$ cat src/rtl/sdram_mon_pkg.sv
// Shared types for the SDRAM command monitor.
// Assumes: four-bit violation codes, class index = code - 1.
package sdram_mon_pkg;

    typedef enum logic [3:0] {
        C_NOP, C_MRS, C_REF, C_SREF, C_PRE, C_ACT, C_RD, C_WR, C_BST
    } cmd_e;

    localparam int NUM_CLS = 10;

    // Violation codes; lower value wins when several fire together.
    localparam logic [3:0] E_STATE  = 4'd1;
    localparam logic [3:0] E_IDLE   = 4'd2;
    localparam logic [3:0] E_MRD    = 4'd3;
    localparam logic [3:0] E_RCD    = 4'd4;
    localparam logic [3:0] E_RP     = 4'd5;
    localparam logic [3:0] E_RC     = 4'd6;
    localparam logic [3:0] E_RAS    = 4'd7;
    localparam logic [3:0] E_RRD    = 4'd8;
    localparam logic [3:0] E_APLOCK = 4'd9;
    localparam logic [3:0] E_SRX    = 4'd10;

    // Burst length selected by the mode-write address field.
    function automatic logic [3:0] burst_len(input logic [2:0] fld);
        case (fld)
            3'd0:    return 4'd1;
            3'd1:    return 4'd2;
            3'd2:    return 4'd4;
            default: return 4'd8;
        endcase
    endfunction

endpackage

$ cat src/rtl/sdram_cmd_decode.sv
// Command decoder: maps the sampled strobes to a command.
// Assumes: chip select high or self-refresh residency with clock enable
// low gives a no-op; with clock enable low only self-refresh entry decodes.
module sdram_cmd_decode
    import sdram_mon_pkg::*;
(
    input  logic cke,
    input  logic in_sr,
    input  logic cs_n,
    input  logic ras_n,
    input  logic cas_n,
    input  logic we_n,
    output cmd_e cmd
);

    // Strobe pattern to command.
    always_comb begin
        cmd = C_NOP;
        if (!cs_n) begin
            if (!cke) begin
                if (!in_sr && {ras_n, cas_n, we_n} == 3'b001) cmd = C_SREF;
            end else begin
                case ({ras_n, cas_n, we_n})
                    3'b000:  cmd = C_MRS;
                    3'b001:  cmd = C_REF;
                    3'b010:  cmd = C_PRE;
                    3'b011:  cmd = C_ACT;
                    3'b100:  cmd = C_WR;
                    3'b101:  cmd = C_RD;
                    3'b110:  cmd = C_BST;
                    default: cmd = C_NOP;
                endcase
            end
        end
    end

endmodule

$ cat src/rtl/sdram_bank_track.sv
// Per-bank tracker: open/idle state, saturating ages since the last
// activate and since the last close, and the auto-precharge burst counter.
// Assumes: the caller only raises ap_start_i for an open bank; act_i wins
// over pre_i, which wins over ap_start_i.
module sdram_bank_track #(
    parameter int CW  = 4,
    parameter int BLW = 4
) (
    input  logic           clk,
    input  logic           rst_n,
    input  logic           act_i,
    input  logic           pre_i,
    input  logic           ap_start_i,
    input  logic [BLW-1:0] bl_i,
    output logic           open_o,
    output logic [CW-1:0]  act_age_o,
    output logic [CW-1:0]  pre_age_o,
    output logic           ap_busy_o
);

    localparam logic [CW-1:0]  AGE_SAT = '1;
    localparam logic [BLW-1:0] ONE     = BLW'(1);

    logic [BLW-1:0] ap_cnt;

    assign ap_busy_o = (ap_cnt != '0);

    // Bank state, ages and auto-precharge countdown.
    always_ff @(posedge clk) begin
        if (!rst_n) begin
            open_o    <= 1'b0;
            act_age_o <= AGE_SAT;
            pre_age_o <= AGE_SAT;
            ap_cnt    <= '0;
        end else begin
            if (act_age_o != AGE_SAT) act_age_o <= act_age_o + 1'b1;
            if (pre_age_o != AGE_SAT) pre_age_o <= pre_age_o + 1'b1;
            if (act_i) begin
                open_o    <= 1'b1;
                act_age_o <= CW'(1);
                ap_cnt    <= '0;
            end else if (pre_i) begin
                if (open_o) begin
                    open_o    <= 1'b0;
                    pre_age_o <= CW'(1);
                    ap_cnt    <= '0;
                end
            end else if (ap_start_i) begin
                if (bl_i == ONE) begin
                    open_o    <= 1'b0;
                    pre_age_o <= CW'(1);
                    ap_cnt    <= '0;
                end else begin
                    ap_cnt <= bl_i - ONE;
                end
            end else if (ap_cnt != '0) begin
                ap_cnt <= ap_cnt - ONE;
                if (ap_cnt == ONE) begin
                    open_o    <= 1'b0;
                    pre_age_o <= CW'(1);
                end
            end
        end
    end

endmodule

$ cat src/rtl/sdram_cmd_monitor.sv
// SDRAM command monitor top: decodes the bus, tracks each bank, ages the
// global events (mode write, last activate, self-refresh exit) and reports
// violations as a registered pulse + code and per-class sticky flags.
// Assumes: all timing parameters are at least 1 and fit the age counters.
module sdram_cmd_monitor
    import sdram_mon_pkg::*;
#(
    parameter int NBANK  = 4,
    parameter int T_RCD  = 3,
    parameter int T_RP   = 3,
    parameter int T_RC   = 9,
    parameter int T_RAS  = 6,
    parameter int T_RRD  = 2,
    parameter int T_MRD  = 2,
    parameter int T_RFC  = 9,
    parameter int BL_MAX = 8
) (
    input  logic                     clk,
    input  logic                     rst_n,
    input  logic                     cke,
    input  logic                     cs_n,
    input  logic                     ras_n,
    input  logic                     cas_n,
    input  logic                     we_n,
    input  logic [$clog2(NBANK)-1:0] ba,
    input  logic                     a10,
    input  logic [2:0]               mode_bl,
    output logic [NUM_CLS-1:0]       err_sticky,
    output logic                     err_pulse,
    output logic [3:0]               err_code
);

    localparam int BAW   = $clog2(NBANK);
    localparam int T_M1  = (T_RCD > T_RP) ? T_RCD : T_RP;
    localparam int T_M2  = (T_RC > T_RAS) ? T_RC : T_RAS;
    localparam int T_M3  = (T_RRD > T_MRD) ? T_RRD : T_MRD;
    localparam int T_M4  = (T_M1 > T_M2) ? T_M1 : T_M2;
    localparam int T_M5  = (T_M3 > T_RFC) ? T_M3 : T_RFC;
    localparam int T_MAX = (T_M4 > T_M5) ? T_M4 : T_M5;
    localparam int CW    = $clog2(T_MAX + 1);
    localparam int BLW   = $clog2(BL_MAX + 1);

    localparam logic [CW-1:0] AGE_SAT = '1;
    localparam logic [CW-1:0] L_RCD = CW'(T_RCD);
    localparam logic [CW-1:0] L_RP  = CW'(T_RP);
    localparam logic [CW-1:0] L_RC  = CW'(T_RC);
    localparam logic [CW-1:0] L_RAS = CW'(T_RAS);
    localparam logic [CW-1:0] L_RRD = CW'(T_RRD);
    localparam logic [CW-1:0] L_MRD = CW'(T_MRD);
    localparam logic [CW-1:0] L_RFC = CW'(T_RFC);

    cmd_e               cmd;
    logic               in_sr;
    logic [CW-1:0]      srx_age, mrs_age, any_act_age;
    logic [BAW-1:0]     last_bank;
    logic [BLW-1:0]     bl_reg;
    logic [NBANK-1:0]   open_v, ap_busy, act_hit, pre_hit, ap_hit;
    logic [CW-1:0]      act_age [NBANK];
    logic [CW-1:0]      pre_age [NBANK];
    logic [NUM_CLS-1:0] viol;
    logic [3:0]         first_code;
    logic               is_cas, srx_win;

    sdram_cmd_decode u_dec (
        .cke(cke), .in_sr(in_sr), .cs_n(cs_n), .ras_n(ras_n),
        .cas_n(cas_n), .we_n(we_n), .cmd(cmd)
    );

    assign is_cas  = (cmd == C_RD) || (cmd == C_WR);
    assign srx_win = (in_sr && cke) || (srx_age < L_RFC);

    generate
        for (genvar b = 0; b < NBANK; b++) begin : g_bank
            assign act_hit[b] = (cmd == C_ACT) && (ba == BAW'(b));
            assign pre_hit[b] = (cmd == C_PRE) && (a10 || ba == BAW'(b));
            assign ap_hit[b]  = is_cas && a10 && (ba == BAW'(b)) && open_v[b];
            sdram_bank_track #(.CW(CW), .BLW(BLW)) u_bank (
                .clk(clk), .rst_n(rst_n),
                .act_i(act_hit[b]), .pre_i(pre_hit[b]), .ap_start_i(ap_hit[b]),
                .bl_i(bl_reg), .open_o(open_v[b]),
                .act_age_o(act_age[b]), .pre_age_o(pre_age[b]),
                .ap_busy_o(ap_busy[b])
            );
        end
    endgenerate

    // Rule checks on the current command; bit i flags code i+1.
    always_comb begin
        viol = '0;
        if (cmd != C_NOP) begin
            if (mrs_age < L_MRD) viol[E_MRD-1] = 1'b1;
            if (srx_win)         viol[E_SRX-1] = 1'b1;
        end
        case (cmd)
            C_MRS, C_REF, C_SREF: if (|open_v) viol[E_IDLE-1] = 1'b1;
            C_ACT: begin
                if (open_v[ba])            viol[E_STATE-1] = 1'b1;
                if (pre_age[ba] < L_RP)    viol[E_RP-1]    = 1'b1;
                if (act_age[ba] < L_RC)    viol[E_RC-1]    = 1'b1;
                if (ba != last_bank && any_act_age < L_RRD) viol[E_RRD-1] = 1'b1;
            end
            C_RD, C_WR: begin
                if (!open_v[ba])                viol[E_STATE-1] = 1'b1;
                else if (act_age[ba] < L_RCD)   viol[E_RCD-1]   = 1'b1;
                if (|ap_busy)                   viol[E_APLOCK-1] = 1'b1;
            end
            C_PRE: begin
                for (int b = 0; b < NBANK; b++)
                    if (pre_hit[b] && open_v[b] && act_age[b] < L_RAS)
                        viol[E_RAS-1] = 1'b1;
            end
            default: ;
        endcase
    end

    // Lowest active class gives the reported code.
    always_comb begin
        first_code = '0;
        for (int i = NUM_CLS - 1; i >= 0; i--)
            if (viol[i]) first_code = 4'(i + 1);
    end

    // Global event ages, self-refresh residency and burst length.
    always_ff @(posedge clk) begin
        if (!rst_n) begin
            in_sr       <= 1'b0;
            srx_age     <= AGE_SAT;
            mrs_age     <= AGE_SAT;
            any_act_age <= AGE_SAT;
            last_bank   <= '0;
            bl_reg      <= BLW'(1);
        end else begin
            if (srx_age != AGE_SAT)     srx_age     <= srx_age + 1'b1;
            if (mrs_age != AGE_SAT)     mrs_age     <= mrs_age + 1'b1;
            if (any_act_age != AGE_SAT) any_act_age <= any_act_age + 1'b1;
            if (in_sr && cke) begin
                in_sr   <= 1'b0;
                srx_age <= CW'(1);
            end
            if (cmd == C_SREF) in_sr <= 1'b1;
            if (cmd == C_MRS) begin
                mrs_age <= CW'(1);
                bl_reg  <= BLW'(burst_len(mode_bl));
            end
            if (cmd == C_ACT) begin
                any_act_age <= CW'(1);
                last_bank   <= ba;
            end
        end
    end

    // Registered report: pulse, code, sticky flags.
    always_ff @(posedge clk) begin
        if (!rst_n) begin
            err_pulse  <= 1'b0;
            err_code   <= '0;
            err_sticky <= '0;
        end else begin
            err_pulse  <= |viol;
            err_code   <= first_code;
            err_sticky <= err_sticky | viol;
        end
    end

endmodule

$ cat config.mk
export PLATFORM = sky130hd
export DESIGN_NAME = sdram_cmd_monitor
export DESIGN_NICKNAME = d
export VERILOG_FILES = /design/src/rtl/sdram_mon_pkg.sv /design/src/rtl/sdram_cmd_decode.sv /design/src/rtl/sdram_bank_track.sv /design/src/rtl/sdram_cmd_monitor.sv
export SDC_FILE = /design/constraint.sdc
export NUM_CORES = 1
export LEC_CHECK = 0
export BUFFER_PORTS_ARGS = -buffer_cell sky130_fd_sc_hd__buf_2
export CAP_MARGIN = 20
export CORE_UTILIZATION = 55
export CTS_BUF_LIST = sky130_fd_sc_hd__clkbuf_4 sky130_fd_sc_hd__clkbuf_8 sky130_fd_sc_hd__clkbuf_16
export CTS_CLUSTER_SIZE = 30
export DETAILED_ROUTE_END_ITERATION = 10
export PLACE_DENSITY = 0.8
export RECOVER_POWER = 50
export SLEW_MARGIN = 5
export SYNTH_ARGS = -nofsm -noshare
export SYNTH_HDL_FRONTEND = slang
export SYNTH_SLANG_ARGS = --single-unit
$ cat constraint.sdc
create_clock -name clk -period 2.3 [get_ports clk]
set_input_delay 0 -clock clk [delete_from_list [all_inputs] [get_ports clk]]
set_output_delay 0 -clock clk [all_outputs]
set_load 0.02 [all_outputs]
Word-level counts from Yosys, hierarchy flattened
Cells that the tools add are included.
- latch bits: 0
- output and inout port bits: 15
- bits of input ports: 13
- bits in read-only memories: 0
- memories: 0
- flip-flop bits (word level): 86
- bits in writable memories: 0
- div/mod/pow operators: 0
- reductions and logical operators: 86
- add/subtract/negate cells: 16
- shift-type cells: 0
- mux-type cells: 133
- eq/ne operators: 43
- bitwise logic cells: 3
- magnitude comparators: 12
- $mul: 0
- operators with widths (cell ; count):
    2-to-1 mux 4 bit ; 72
    nonzero test 4 bit ; 13
    2-to-1 mux 1 bit ; 47
    adder 4 x 1 -> 4 bit (second input constant) ; 11
    != test 4 bit (second input constant) ; 11
    logical AND 1 bit ; 28
    one-hot mux 4 bit (7 select lines) ; 1
    equality test 4 x 1 -> 1 bit (second input constant) ; 6
    subtractor 4 x 1 -> 4 bit (second input constant) ; 5
    OR reduction 2 bit ; 9
    binary-select mux 4 bit (select 2 bit) ; 2
    equality test 4 x 3 -> 1 bit (second input constant) ; 4
    < comparator 4 x 2 -> 1 bit (second input constant) ; 4
    < comparator 4 x 3 -> 1 bit (second input constant) ; 4
    != test 4 x 2 -> 1 bit (second input constant) ; 4
    nonzero test 2 bit ; 8
    2-to-1 mux 3 bit ; 4
    one-hot mux 4 bit (3 select lines) ; 1
    AND reduction 3 bit ; 4
    nonzero test 3 bit ; 4
    OR reduction 4 bit ; 3
    bitwise OR 10 bit ; 1
    OR reduction 10 bit ; 1
    equality test 3 x 2 -> 1 bit (second input constant) ; 3
    other kinds (22) ; 43

Depth between registers and ports, before layout
Gate-level depths: netlist of run 1.
- depth after elaboration: 21
- mapped depth: 10

Hierarchy
A second synthesis of run 1 with hierarchy kept.
- cell total of the unflattened synthesis: 584
- area, all modules: 4997.3 µm²
- by module, submodules not included (module ; cells an instance ; instances ; area an instance (µm²) ; sequential area each (µm²)):
    sdram_bank_track ; 86 ; 4 ; 753.2 ; 260.2
    sdram_cmd_monitor ; 225 ; 1 ; 1888.1 ; 680.7
    sdram_cmd_decode ; 15 ; 1 ; 96.3 ; 0.0

Least setup slack after synthesis of run 1
Ideal clock, no wire load.
- kind: register -> register
- start: register g_bank[1].u_bank.act_age_o[3]
- end: register err_code[3]
- setup time: 0.129 ns
- stages on the path, launching flop included: 7
- setup slack: 0.347 ns
- data required time: 2.171 ns
- arrival: 1.824 ns
- cell sequence: dfxtp_1 -> mux4_1 -> a211o_1 -> nor4b_4 -> nor2_1 -> nor4b_4 -> nor3b_1
- cells in the longest elaborated chain, start to end: 8
- ends and longest elaborated chain (what ; RTL line ; text):
    start, declared ; sdram_bank_track.sv:16 ; output logic [CW-1:0] act_age_o,
    start signal, assigned ; sdram_bank_track.sv:36 ; if (act_age_o != AGE_SAT) act_age_o <= act_age_o + 1'b1;
    binary-select mux 4 bit (select 2 bit) ; sdram_cmd_monitor.sv:99, sdram_cmd_monitor.sv:104 ;
    2-to-1 mux 4 bit (not written as such) (2 in a row) ; sdram_cmd_monitor.sv:99, sdram_cmd_monitor.sv:104 ;
    < comparator 4 x 2 -> 1 bit ; sdram_cmd_monitor.sv:104 ; else if (act_age[ba] < L_RCD) viol[E_RCD-1] = 1'b1;
    2-to-1 mux 1 bit ; sdram_cmd_monitor.sv:104 ;
    2-to-1 mux 1 bit ; sdram_cmd_monitor.sv:103 ; if (!open_v[ba]) viol[E_STATE-1] = 1'b1;
    2-to-1 mux 1 bit ; sdram_cmd_monitor.sv:94 ; case (cmd)
    OR reduction 8 bit (no line) * ; n/a ;
    end signal, assigned ; sdram_cmd_monitor.sv:160 ; err_code <= first_code;
    end, declared ; sdram_cmd_monitor.sv:30 ; output logic [3:0] err_code
Mark *: on every way between the ends. The rest lies on a longest branch, timed or not. The select of a mux whose other input is x is not followed.
A chain may end at the register's enable or synchronous reset.

Final worst setup path of run 1
- start: input port ba[0]
- end: register err_code[3]
- cells in the longest elaborated chain, start to end: 11
- ends and longest elaborated chain (what ; RTL line ; text):
    start, declared ; sdram_cmd_monitor.sv:25 ; input logic [$clog2(NBANK)-1:0] ba,
    branches (longest 11 deep; another with < comparator 4 x 2 -> 1 bit) ; n/a ;
Several ways; the timed one is not identified. The select of a mux whose other input is x is not followed.

==> summary.md, run 1 <==
| Metric | Value |
|---|---|
| Outcome | `finished, final reports clean` |
| Starting Density | `between 50 and 60%` |
| Num CTS Buffers | `9` |
| Post-synth top flop | `dfxtp_1` |
| Fin crit period | `around 2.2 ns` |
| Largest net degree at the start of global routing | `24` |
| GR Overflow Total | `0` |
| Core box area | `a little under 0.009 mm²` |
| Clk sinks | `between 80 and 90` |
| Slew margin rel. | `48.17%` |
| Antenna violations before repair | `0` |
| Rows | `34` |
| H-tree Lvls | `3` |
| Period utilization | `95.44%` |
| Worst clock skew | `0.008640 ns` |
| Routed wire length | `12,810 µm` |
| Yosys reg bits | `86` |
| Tot Pwr | `0.006505 W` |
| CP Launch Type | `primary input` |
| Post-synth EDFFs | `0` |
| Sum of net half-perimeters after detailed placement | `9524 µm` |
| Proportion of layout cells with a drive suffix above 1 | `between 10% and 20%` |
| Iter 0 DRT Violations | `between 300 and 400` |
| Async SR Flop Fraction | `0%` |
| ANT nets after route | `0` |
| Port-buffer cells | `27` |
| Register area share after synthesis | `between 30% and 40%` |
| Syn Area/Cell | `8.684 µm²` |
| Die width | `98.44 µm` |
| Max Cap Violations | `0` |
| Synth warn | `0` |
| Overall die height | `98.44 µm` |
| Die area | `0.009689 mm²` |
| CP required | `2.56 ns` |
| Average wire per standard cell | `between 15 and 20 µm` |
| Peak supply drop | `0.6669 mV` |
| Mapped cell area | `0.005115 mm²` |
| Flop-to-flop setup slack | `0.19 ns` |
| First-pass GRT wire length | `21,730 µm` |
| ANT cells | `0` |
| Area grow syn2layout | `12.26%` |
| Hold WC Path Type | `primary input to flop` |
| Root buf cell | `clkbuf_8` |
| F_max | `approximately 460 MHz` |
| Via/cell ratio | `6.282` |
| Number of global-route vias before repair | `4,593` |
| DRC | `0` |
| Clk_lat worst skew | `0.37 ns` |
| Maximum clock path buffer count | `2` |
| Worst Path Arrival | `2.46 ns` |
| Gp weighted congestion | `1.054` |
| Routed vias | `4,743` |
| Fin. max-slew vios | `0` |
| Top-Level Pins | `28` |
| Lkg Pwr | `2.284 nW` |
| Cells after Synth | `between 500 and 600` |
| Layout fillers | `about 750` |
| Final setup vio count | `0` |
| Post-synth net total | `roughly 630` |
| Final Hold Fails | `0` |
| Largest regs | `g_bank.u_bank.act_age_o: 16 flops, g_bank.u_bank.ap_cnt: 16 flops, g_bank.u_bank.pre_age_o: 16 flops` |
| Synth cell types | `72` |
| Worst hold margin | `0.02710 ns` |
| WS Path Type | `primary input to flop` |
| First-pass DRT Iterations | `6` |
| Post-layout net count | `between 600 and 700` |
| Worst-path clk slew | `around 0.090 ns` |
| CP endpoint kind | `flop` |
| CTS tree | `yes` |
| Max FO, Critical Path | `13` |
| Pwr/cell area | `1133 mW/mm²` |
| Worst-margin pin slew | `0.7740 ns` |
| GRT Total Usage | `27.83%` |
-- through the flow --
step / TNS, ns / cell area, µm² / std cells / setup WS [ns] / utilization, %
finish: 0 / 5742 / 755 / 0.1049 / 64.89
global route: -0.005601 / 5742 / 755 / -0.005601 / 64.89
CTS: 0 / 5803 / 754 / 0.03685 / 65.58
detailed placement: 0 / 5533 / 734 / 0.07227 / 62.53
global placement: 0 / 5533 / 734 / 0.1891 / 62.53
floorplan: 0 / 5115 / 589 / 0.3472 / -
-- where the power goes --
| part | switching (W) | internal, W | total [W] |
|---|---|---|---|
| clock network | 0.000598 | 0.000628 | 0.00123 |
| registers | 0.000486 | 0.00193 | 0.00241 |
| logic | 0.00140 | 0.00147 | 0.00287 |
-- worst max-delay path, stage by stage --
cell	delay, ns
dlygate4sd3_1	0.53
clkbuf_4	0.23
mux4_1	0.62
a211o_1	0.35
nor4b_4	0.33
nor2_1	0.10
nor4b_4	0.15
nor3b_1	0.15
-- final cells by class --
cell class | count | area, µm² | share of cell area (%)
sequential | 86 | 1722 | 29.98
clock inverter | 7 | 106.4 | 1.852
inverter | 19 | 71.32 | 1.242
multi-input combinational | 463 | 3212 | 55.94
clock buffer | 9 | 123.9 | 2.157
timing repair buffer | 63 | 371.6 | 6.472
tap | 108 | 135.1 | 2.353
-- synthesized netlist by cell type (4+ instances only) --
cell | n | area (µm²)
a211o_1 | 6 | 52.55
a21boi_0 | 6 | 45.04
a21oi_1 | 29 | 145.1
a31oi_1 | 9 | 56.30
and2_1 | 7 | 43.79
buf_2 | 6 | 30.03
clkbuf_1 | 13 | 48.80
dfxtp_1 | 86 | 1722
ha_1 | 24 | 300.3
inv_1 | 19 | 71.32
mux2_2 | 4 | 45.04
mux2i_1 | 24 | 240.2
mux4_1 | 5 | 131.4
nand2_1 | 31 | 116.4
nand2b_1 | 16 | 100.1
nand3_1 | 30 | 150.1
nand3b_1 | 23 | 172.7
nor2_1 | 57 | 214.0
nor3_1 | 21 | 105.1
nor3b_1 | 7 | 52.55
nor4_1 | 5 | 31.28
nor4b_1 | 4 | 35.03
o211ai_1 | 6 | 45.04
o21ai_0 | 51 | 255.2
o31ai_1 | 6 | 45.04
or3_1 | 8 | 50.05
xnor2_1 | 8 | 70.07
xor2_1 | 7 | 61.31
-- final timing paths --
path / from / end / cells after the start
max: ba[0] / err_code[3]$_SDFF_PP0_ / 8
min: cke / in_sr$_SDFFE_PN0P_ / 3
max reg2reg: g_bank[3].u_bank.open_o$_SDFFE_PN0P_ / g_bank[3].u_bank.pre_age_o[0]$_SDFF_PN1_ / 5
min reg2reg: err_sticky[2]$_SDFF_PN0_ / err_sticky[2]$_SDFF_PN0_ / 2
-- routing by layer --
| layer | track usage, % | share of wire [%] | up-vias |
|---|---|---|---|
| met2 | 48.10 | 48 | 203 |
| met5 | 0 | 0 | - |
| met4 | 11.37 | 2.0 | 0 |
| met1 | 35.22 | 44 | 2233 |
| li1 | - | - | 2278 |
| met3 | 3.617 | 6.1 | 29 |
-- cell usage in the layout (no fill, tap or decap), drive strengths merged, types with 4 or more instances in the layout --
| cell type | Yosys | final |
|---|---|---|
| a31oi | 9 | 9 |
| xor2 | 7 | 7 |
| nor4 | 5 | 5 |
| clkbuf | 13 | 36 |
| ha | 24 | 24 |
| o211ai | 7 | 7 |
| a211o | 6 | 6 |
| mux4 | 5 | 5 |
| nand3b | 23 | 23 |
| a211oi | 5 | 5 |
| inv | 19 | 21 |
| nand2 | 32 | 32 |
| or3 | 9 | 9 |
| buf | 8 | 32 |
| and2 | 8 | 8 |
| nor2 | 59 | 59 |
| nor3b | 8 | 8 |
| o21ai | 53 | 53 |
| nand2b | 16 | 16 |
| nand3 | 30 | 30 |
| a21oi | 30 | 30 |
| or2 | 5 | 5 |
| dfxtp | 86 | 86 |
| xnor2 | 8 | 8 |
| dlygate4sd3 | 0 | 4 |
| nor3 | 25 | 25 |
| mux2i | 24 | 24 |
| mux2 | 4 | 4 |
| o31ai | 6 | 6 |
| a21boi | 6 | 6 |
| nor4b | 6 | 6 |
| a2111oi | 4 | 4 |
-- logic make-up (layout without fill, tap and decap cells) --
family | Yosys count | count (layout) | synth area share (%)
fa+ha+maj | 24 | 24 | 5.871
xor+xnor | 15 | 15 | 2.569
mux | 33 | 33 | 8.146
compound gates | 145 | 145 | 18.76
flops | 86 | 86 | 33.66
simple gates | 246 | 246 | 27.69
buf+inv | 40 | 98 | 3.303
-- what timing repair did --
item | 4_1_cts | 5_1_grt
setup endpoints to repair | 0 | 1
endpoints found under the hold margin | 5 | 0
hold buffers | 4 | 0
resized for setup | 0 | 1
buffers inserted | 0 | 1
(Power assumes the default switching activity.)
==> inputs of run 2 (changes only) <==
--- a/config.mk
+++ b/config.mk
@@ -7,11 +7,11 @@
 export LEC_CHECK = 0
 export BUFFER_PORTS_ARGS = -buffer_cell sky130_fd_sc_hd__buf_2
 export CAP_MARGIN = 20
-export CORE_UTILIZATION = 55
+export CORE_UTILIZATION = 50
 export CTS_BUF_LIST = sky130_fd_sc_hd__clkbuf_4 sky130_fd_sc_hd__clkbuf_8 sky130_fd_sc_hd__clkbuf_16
 export CTS_CLUSTER_SIZE = 30
 export DETAILED_ROUTE_END_ITERATION = 10
-export PLACE_DENSITY = 0.8
+export PLACE_DENSITY = 0.74
 export RECOVER_POWER = 50
 export SLEW_MARGIN = 5
 export SYNTH_ARGS = -nofsm -noshare
==> run 2 against run 1 <==
  * Maximum frequency fell by 2.5%
  * Cell area rose by 0.48%
  * Largest power group unchanged
  * Sequential share of layout area fell by 0.14 points
  * Flip-flop and latch count did not move
==> summary.md, run 2 (same netlist as run 1, synthesis figures left out) <==
| Metric | Value |
|---|---|
| Outcome | `finished, final reports clean` |
| Pwr/cell area | `1100 mW/mm²` |
| Final setup vio count | `0` |
| R2R Path Start | `g_bank[2].u_bank.act_age_o[3]$_SDFFE_PN1P_` |
| Clk_lat worst skew | `around 0.37 ns` |
| Iter 0 DRT Violations | `about 300` |
| Worst-path clk slew | `0.09 ns` |
| Antenna violations before repair | `0` |
| R2r worst-path depth | `6` |
| Slew margin rel. | `51.85%` |
| Root buf cell | `clkbuf_8` |
| Max Cap Violations | `0` |
| Max FO, Critical Path | `7` |
| Num CTS Buffers | `9` |
| CP Launch Type | `flop` |
| Via/cell ratio | `5.899` |
| Maximum clock path buffer count | `2` |
| WS Path Type | `flop to flop` |
| Most frequent cells in the layout | `dfxtp_1, nor2_1, o21ai_0` |
| Largest net degree at the start of global routing | `26` |
| Overall die height | `about 100 µm` |
| Sum of net half-perimeters after detailed placement | `about 9200 µm` |
| Fin crit period | `2.252 ns` |
| Tot Pwr | `0.006346 W` |
| Hold WC Path Type | `primary input to flop` |
| GR Overflow Total | `0` |
| CTS tree | `yes` |
| Core Util, Final | `58.49%` |
| Multi-input logic area | `0.003213 mm²` |
| Area grow syn2layout | `12.79%` |
| Worst clock skew | `0.007616 ns` |
| Lkg Pwr | `2.279 nW` |
| Fin. max-slew vios | `0` |
| H-tree Lvls | `3` |
| Largest regs | `g_bank.u_bank.act_age_o: 16 flops, g_bank.u_bank.ap_cnt: 16 flops, g_bank.u_bank.pre_age_o: 16 flops` |
| Largest stage delay, worst path | `0.57 ns` |
| Reg area | `0.001722 mm²` |
| Peak supply drop | `about 0.6 mV` |
| Worst-margin pin slew | `0.7191 ns` |
| Core box area | `roughly 0.01 mm²` |
| Setup TNS | `0 ns` |
| ANT cells | `0` |
| GRT Total Usage | `between 20% and 30%` |
| Gp weighted congestion | `0.8479` |
| Proportion of layout cells with a drive suffix above 1 | `12.06%` |
| First-pass GRT wire length | `20,120 µm` |
| Worst Path Arrival | `approximately 2.5 ns` |
| Rows | `36` |
| Worst reg2reg endpoint | `err_code[3]$_SDFF_PP0_` |
| Unrepaired setup endpoints after global routing | `no` |
| Clk sinks | `86` |
| Average wire per standard cell | `15.71 µm` |
| Die width | `103.1 µm` |
| Final Hold Fails | `0` |
| CP endpoint kind | `flop` |
| Buffer count from post-CTS setup fixing | `0` |
| F_max | `about 440 MHz` |
| Crit path cell chain | `mux4_1 -> a211o_1 -> nor4b_2 -> nor2_1 -> nor4b_4 -> nor3b_1` |
| First-pass DRT Iterations | `5` |
| Top-Level Pins | `28` |
| Slowest stage cell, crit path | `mux4_1` |
| DRC | `0` |
| Commonest non-fill, non-tap cell in the layout | `dfxtp_1` |
| Hold Crit Start | `ba[0]` |
| Number of global-route vias before repair | `roughly 4,300` |
| Cell count of the worst hold path | `3` |
| Period utilization | `97.92%` |
| Worst hold margin | `0.02980 ns` |
| Routed wire length | `approximately 12,000 µm` |
| Flop-to-flop setup slack | `0.05 ns` |
| Post-CTS Resized | `0` |
| Hold buffers post-CTS | `5` |
| CP required | `approximately 2.6 ns` |
| End of the worst hold path | `last_bank[0]$_SDFFE_PN0P_` |
| Port-buffer cells | `27` |
| Routed vias | `4,601` |
| Layout fillers | `around 890` |
| Starting Density | `51.85%` |
| Die area | `approximately 0.011 mm²` |
| Post-layout net count | `between 600 and 700` |
| ANT nets after route | `0` |
-- run 2: cell types whose count changed in the layout (fill, tap and decap cells not counted), sizes merged --
cell / previous run / this run
buf: 32 / 35
clkbuf: 36 / 35
bufinv: 2 / 1
clkinvlp: 0 / 1
clkinv: 3 / 2
dlygate4sd3: 4 / 5
inv: 21 / 19
-- run 2: metal layers --
layer / vias to the layer above / GRT usage [%] / wire [µm]
met5: - / 0 / 0
met1: 2184 / 30.80 / 5516
met3: 29 / 3.932 / 581
met2: 114 / 42.10 / 5791
li1: 2274 / - / -
met4: 0 / 11.05 / 362
-- run 2: how the worst max path moves through the flow --
stage                                               startpoint                                  endpoint  slack, ns  cells after the start
finish              g_bank[2].u_bank.act_age_o[3]$_SDFFE_PN1P_                    err_code[3]$_SDFF_PP0_       0.05                      6
global route                                               cke  g_bank[2].u_bank.pre_age_o[2]$_SDFF_PN1_      0.007                      8
CTS                 g_bank[2].u_bank.act_age_o[3]$_SDFFE_PN1P_                    err_code[3]$_SDFF_PP0_       0.14                      6
detailed placement                                       ras_n  g_bank[2].u_bank.pre_age_o[2]$_SDFF_PN1_       0.09                      8
global placement                                         ras_n   g_bank[1].u_bank.ap_cnt[2]$_SDFFE_PP0P_       0.17                      9
floorplan           g_bank[1].u_bank.act_age_o[3]$_SDFFE_PN1P_                    err_code[3]$_SDFF_PP0_       0.35                      6
-- run 2: layout make-up --
class / instances / area share, %
Multi-Input combinational cell: 463 / 55.69
Sequential cell: 86 / 29.84
Timing Repair Buffer: 63 / 6.636
Tap cell: 133 / 2.884
Clock buffer: 12 / 2.754
Inverter: 19 / 1.236
Clock inverter: 4 / 0.9542
-- run 2: critical path, delay by kind of cell (launching register included) --
kind               cells  cell delay, ns
muxes                  1            0.57
and+or+nand+nor        4            0.88
DFF                    1            0.39
AOI/OAI and AO/OA      1            0.30
-- run 2: power breakdown --
| group | switching [W] | internal, W |
|---|---|---|
| combinational | 0.00133 | 0.00145 |
| sequential | 0.000501 | 0.00193 |
| clock | 0.000557 | 0.000577 |
-- run 2: through the flow --
stage | cell area (µm²) | setup WS (ns) | cells
after floorplan | 5115 | 0.3472 | 589
after global placement | 5564 | 0.1677 | 759
after detailed placement | 5564 | 0.09203 | 759
after CTS | 5828 | 0.1367 | 780
after global routing | 5769 | 0.006759 | 780
final | 5769 | 0.04791 | 780
==> inputs of run 3 (changes only) <==
==> constraint.sdc (replaced) <==
create_clock -name clk -period 2.18 [get_ports clk]
set_input_delay 0 -clock clk [delete_from_list [all_inputs] [get_ports clk]]
set_output_delay 0 -clock clk [all_outputs]
set_load 0.02 [all_outputs]
==> run 3 against run 2 <==
  * Critical path type unchanged
  * Setup slack improved by 0.040 ns
  * Combinational power increased by 11%
  * Sequential share of layout area decreased by 0.93 points
  * Critical endpoint is now err_code[1]$_SDFF_PP0_
  * Core utilization increased by 2.0 points
==> summary.md, run 3 (same netlist as run 1, synthesis figures left out) <==
| Metric | Value |
|---|---|
| Buffer count from post-CTS setup fixing | `0` |
| Logic pwr share | `around 45%` |
| Worst Path Arrival | `2.35 ns` |
| Num CTS Buffers | `9` |
| Maximum clock path buffer count | `2` |
| ANT nets after route | `0` |
| Final Hold Fails | `0` |
| Sw frac | `37.38%` |
| Rows | `36` |
| Pwr/cell area | `~1200 mW/mm²` |
| Max Cap Violations | `0` |
| Layout fillers | `roughly 840` |
| WS Path Type | `flop to flop` |
| Largest stage delay, worst path | `0.45 ns` |
| Most frequent cells in the layout | `dfxtp_1, nor2_1, o21ai_0` |
| First-pass GRT wire length | `20,980 µm` |
| Sequential Power Share | `36.7%` |
| Multi-input logic area | `~0.0033 mm²` |
| Die area | `between 0.01 and 0.015 mm²` |
| CP required | `2.44 ns` |
| Top-Level Pins | `28` |
| Reg area | `approximately 0.0017 mm²` |
| Average wire per standard cell | `around 16 µm` |
| Worst-path clk slew | `roughly 0.09 ns` |
| P_int | `between 0.004 and 0.005 W` |
| Proportion of layout cells with a drive suffix above 1 | `between 10% and 20%` |
| Commonest non-fill, non-tap cell in the layout | `dfxtp_1` |
| Worst-margin pin slew | `~0.73 ns` |
| Core Util, Final | `60.45%` |
| Slew margin rel. | `about 51%` |
| First-pass DRT Iterations | `5` |
| GR Overflow Total | `0` |
| Post-layout net count | `between 600 and 700` |
| Via/cell ratio | `approximately 6` |
| Antenna violations before repair | `0` |
| Crit path cell chain | `nor4_1 -> buf_4 -> nor2_1 -> o21bai_2 -> or4b_1 -> o211a_1` |
| Max FO, Critical Path | `10` |
| Root buf cell | `clkbuf_8` |
| Clk sinks | `86` |
| Starting Density | `51.85%` |
| CTS tree | `yes` |
| GRT Total Usage | `25.58%` |
| Clock Power Share | `18.5%` |
| Final setup vio count | `0` |
| Port-buffer cells | `27` |
| DRC | `0` |
| H-tree Lvls | `3` |
| CP Launch Type | `flop` |
| NetSw | `0.002566 W` |
| Tot Pwr | `0.006866 W` |
| Gp weighted congestion | `0.8573` |
| F_max | `478.1 MHz` |
| Largest net degree at the start of global routing | `26` |
| Clk_lat worst skew | `between 0.3 and 0.4 ns` |
| Hold WC Path Type | `primary input to flop` |
| Fin crit period | `between 2 and 2.5 ns` |
| Overall die height | `~100 µm` |
| Slowest stage cell, crit path | `or4b_1` |
| Final worst setup slack | `a little under 0.09 ns` |
| Outcome | `finished, final reports clean` |
| CP endpoint kind | `flop` |
| Worst clock skew | `0.01682 ns` |
| Lkg Pwr | `2.388 nW` |
| Routed vias | `4,700` |
| Core box area | `0.009864 mm²` |
| Fin. max-slew vios | `0` |
| Period utilization | `between 90% and 100%` |
| Dpl ws | `around 0.012 ns` |
| Area grow syn2layout | `16.59%` |
| Peak supply drop | `between 0.7 and 0.8 mV` |
| ANT cells | `0` |
| Number of global-route vias before repair | `between 4,000 and 5,000` |
| Routed wire length | `12,460 µm` |
| Largest regs | `g_bank.u_bank.act_age_o: 16 flops, g_bank.u_bank.ap_cnt: 16 flops, g_bank.u_bank.pre_age_o: 16 flops` |
| Die width | `103.1 µm` |
| Sum of net half-perimeters after detailed placement | `9385 µm` |
| Iter 0 DRT Violations | `~250` |
-- run 3: layout make-up --
class / count / share of cell area (%)
Clock buffer: 10 / 2.203
Multi-Input combinational cell: 463 / 54.60
Timing Repair Buffer: 79 / 8.749
Inverter: 19 / 1.196
Sequential cell: 86 / 28.91
Tap cell: 133 / 2.791
Clock inverter: 6 / 1.553
-- run 3: worst paths after layout --
check / start / endpoint / slack [ns] / depth (start not counted)
min reg2reg: g_bank[3].u_bank.ap_cnt[1]$_SDFFE_PP0P_ / g_bank[3].u_bank.ap_cnt[1]$_SDFFE_PP0P_ / 0.46 / 2
max: g_bank[2].u_bank.open_o$_SDFFE_PN0P_ / err_code[1]$_SDFF_PP0_ / 0.09 / 6
max reg2reg: g_bank[2].u_bank.open_o$_SDFFE_PN0P_ / err_code[1]$_SDFF_PP0_ / 0.09 / 6
min: ba[0] / last_bank[0]$_SDFFE_PN0P_ / 0.03 / 3
-- run 3: worst max-delay path: cells and delay by family (launching register included) --
family	cells	cell delay, ns
AO/OA/AOI/OAI	2	0.42
flip-flops	1	0.43
AND/OR/NAND/NOR	3	0.94
buffers and inverters	1	0.19
-- run 3: repair_timing --
action / 4_1_cts / 5_1_grt
hold buffers: 6 / 0
endpoints found under the hold margin: 11 / 0
endpoints found under the setup margin: 0 / 9
resized for setup: 0 / 8
-- run 3: power groups by stage --
stage / clock network, W / logic [W] / registers, W
2_1_floorplan: 0 / 0.00233 / 0.00246
3_3_place_gp: 0 / 0.00286 / 0.00250
3_5_place_dp: 0 / 0.00303 / 0.00253
4_1_cts: 0.00129 / 0.00308 / 0.00250
5_1_grt: 0.00135 / 0.00349 / 0.00260
6_report: 0.00127 / 0.00308 / 0.00252
-- run 3: layer usage --
| metal | GRT usage (%) | share of wire, % |
|---|---|---|
| met2 | 44.56 | 50 |
| met1 | 32.23 | 44 |
| met5 | 0 | 0 |
| met3 | 4.881 | 4.7 |
| met4 | 7.151 | 1.3 |
-- run 3: stage by stage --
step,instances,instance area [µm²],setup TNS (ns),hold slack (ns)
2_1_floorplan,589,5115,0,0.1519
3_3_place_gp,774,5664,0,0.2633
3_5_place_dp,774,5664,0,0.2673
4_1_cts,796,5948,0,0.01508
5_1_grt,796,5963,-0.001518,0.02660
6_report,796,5963,0,0.02868
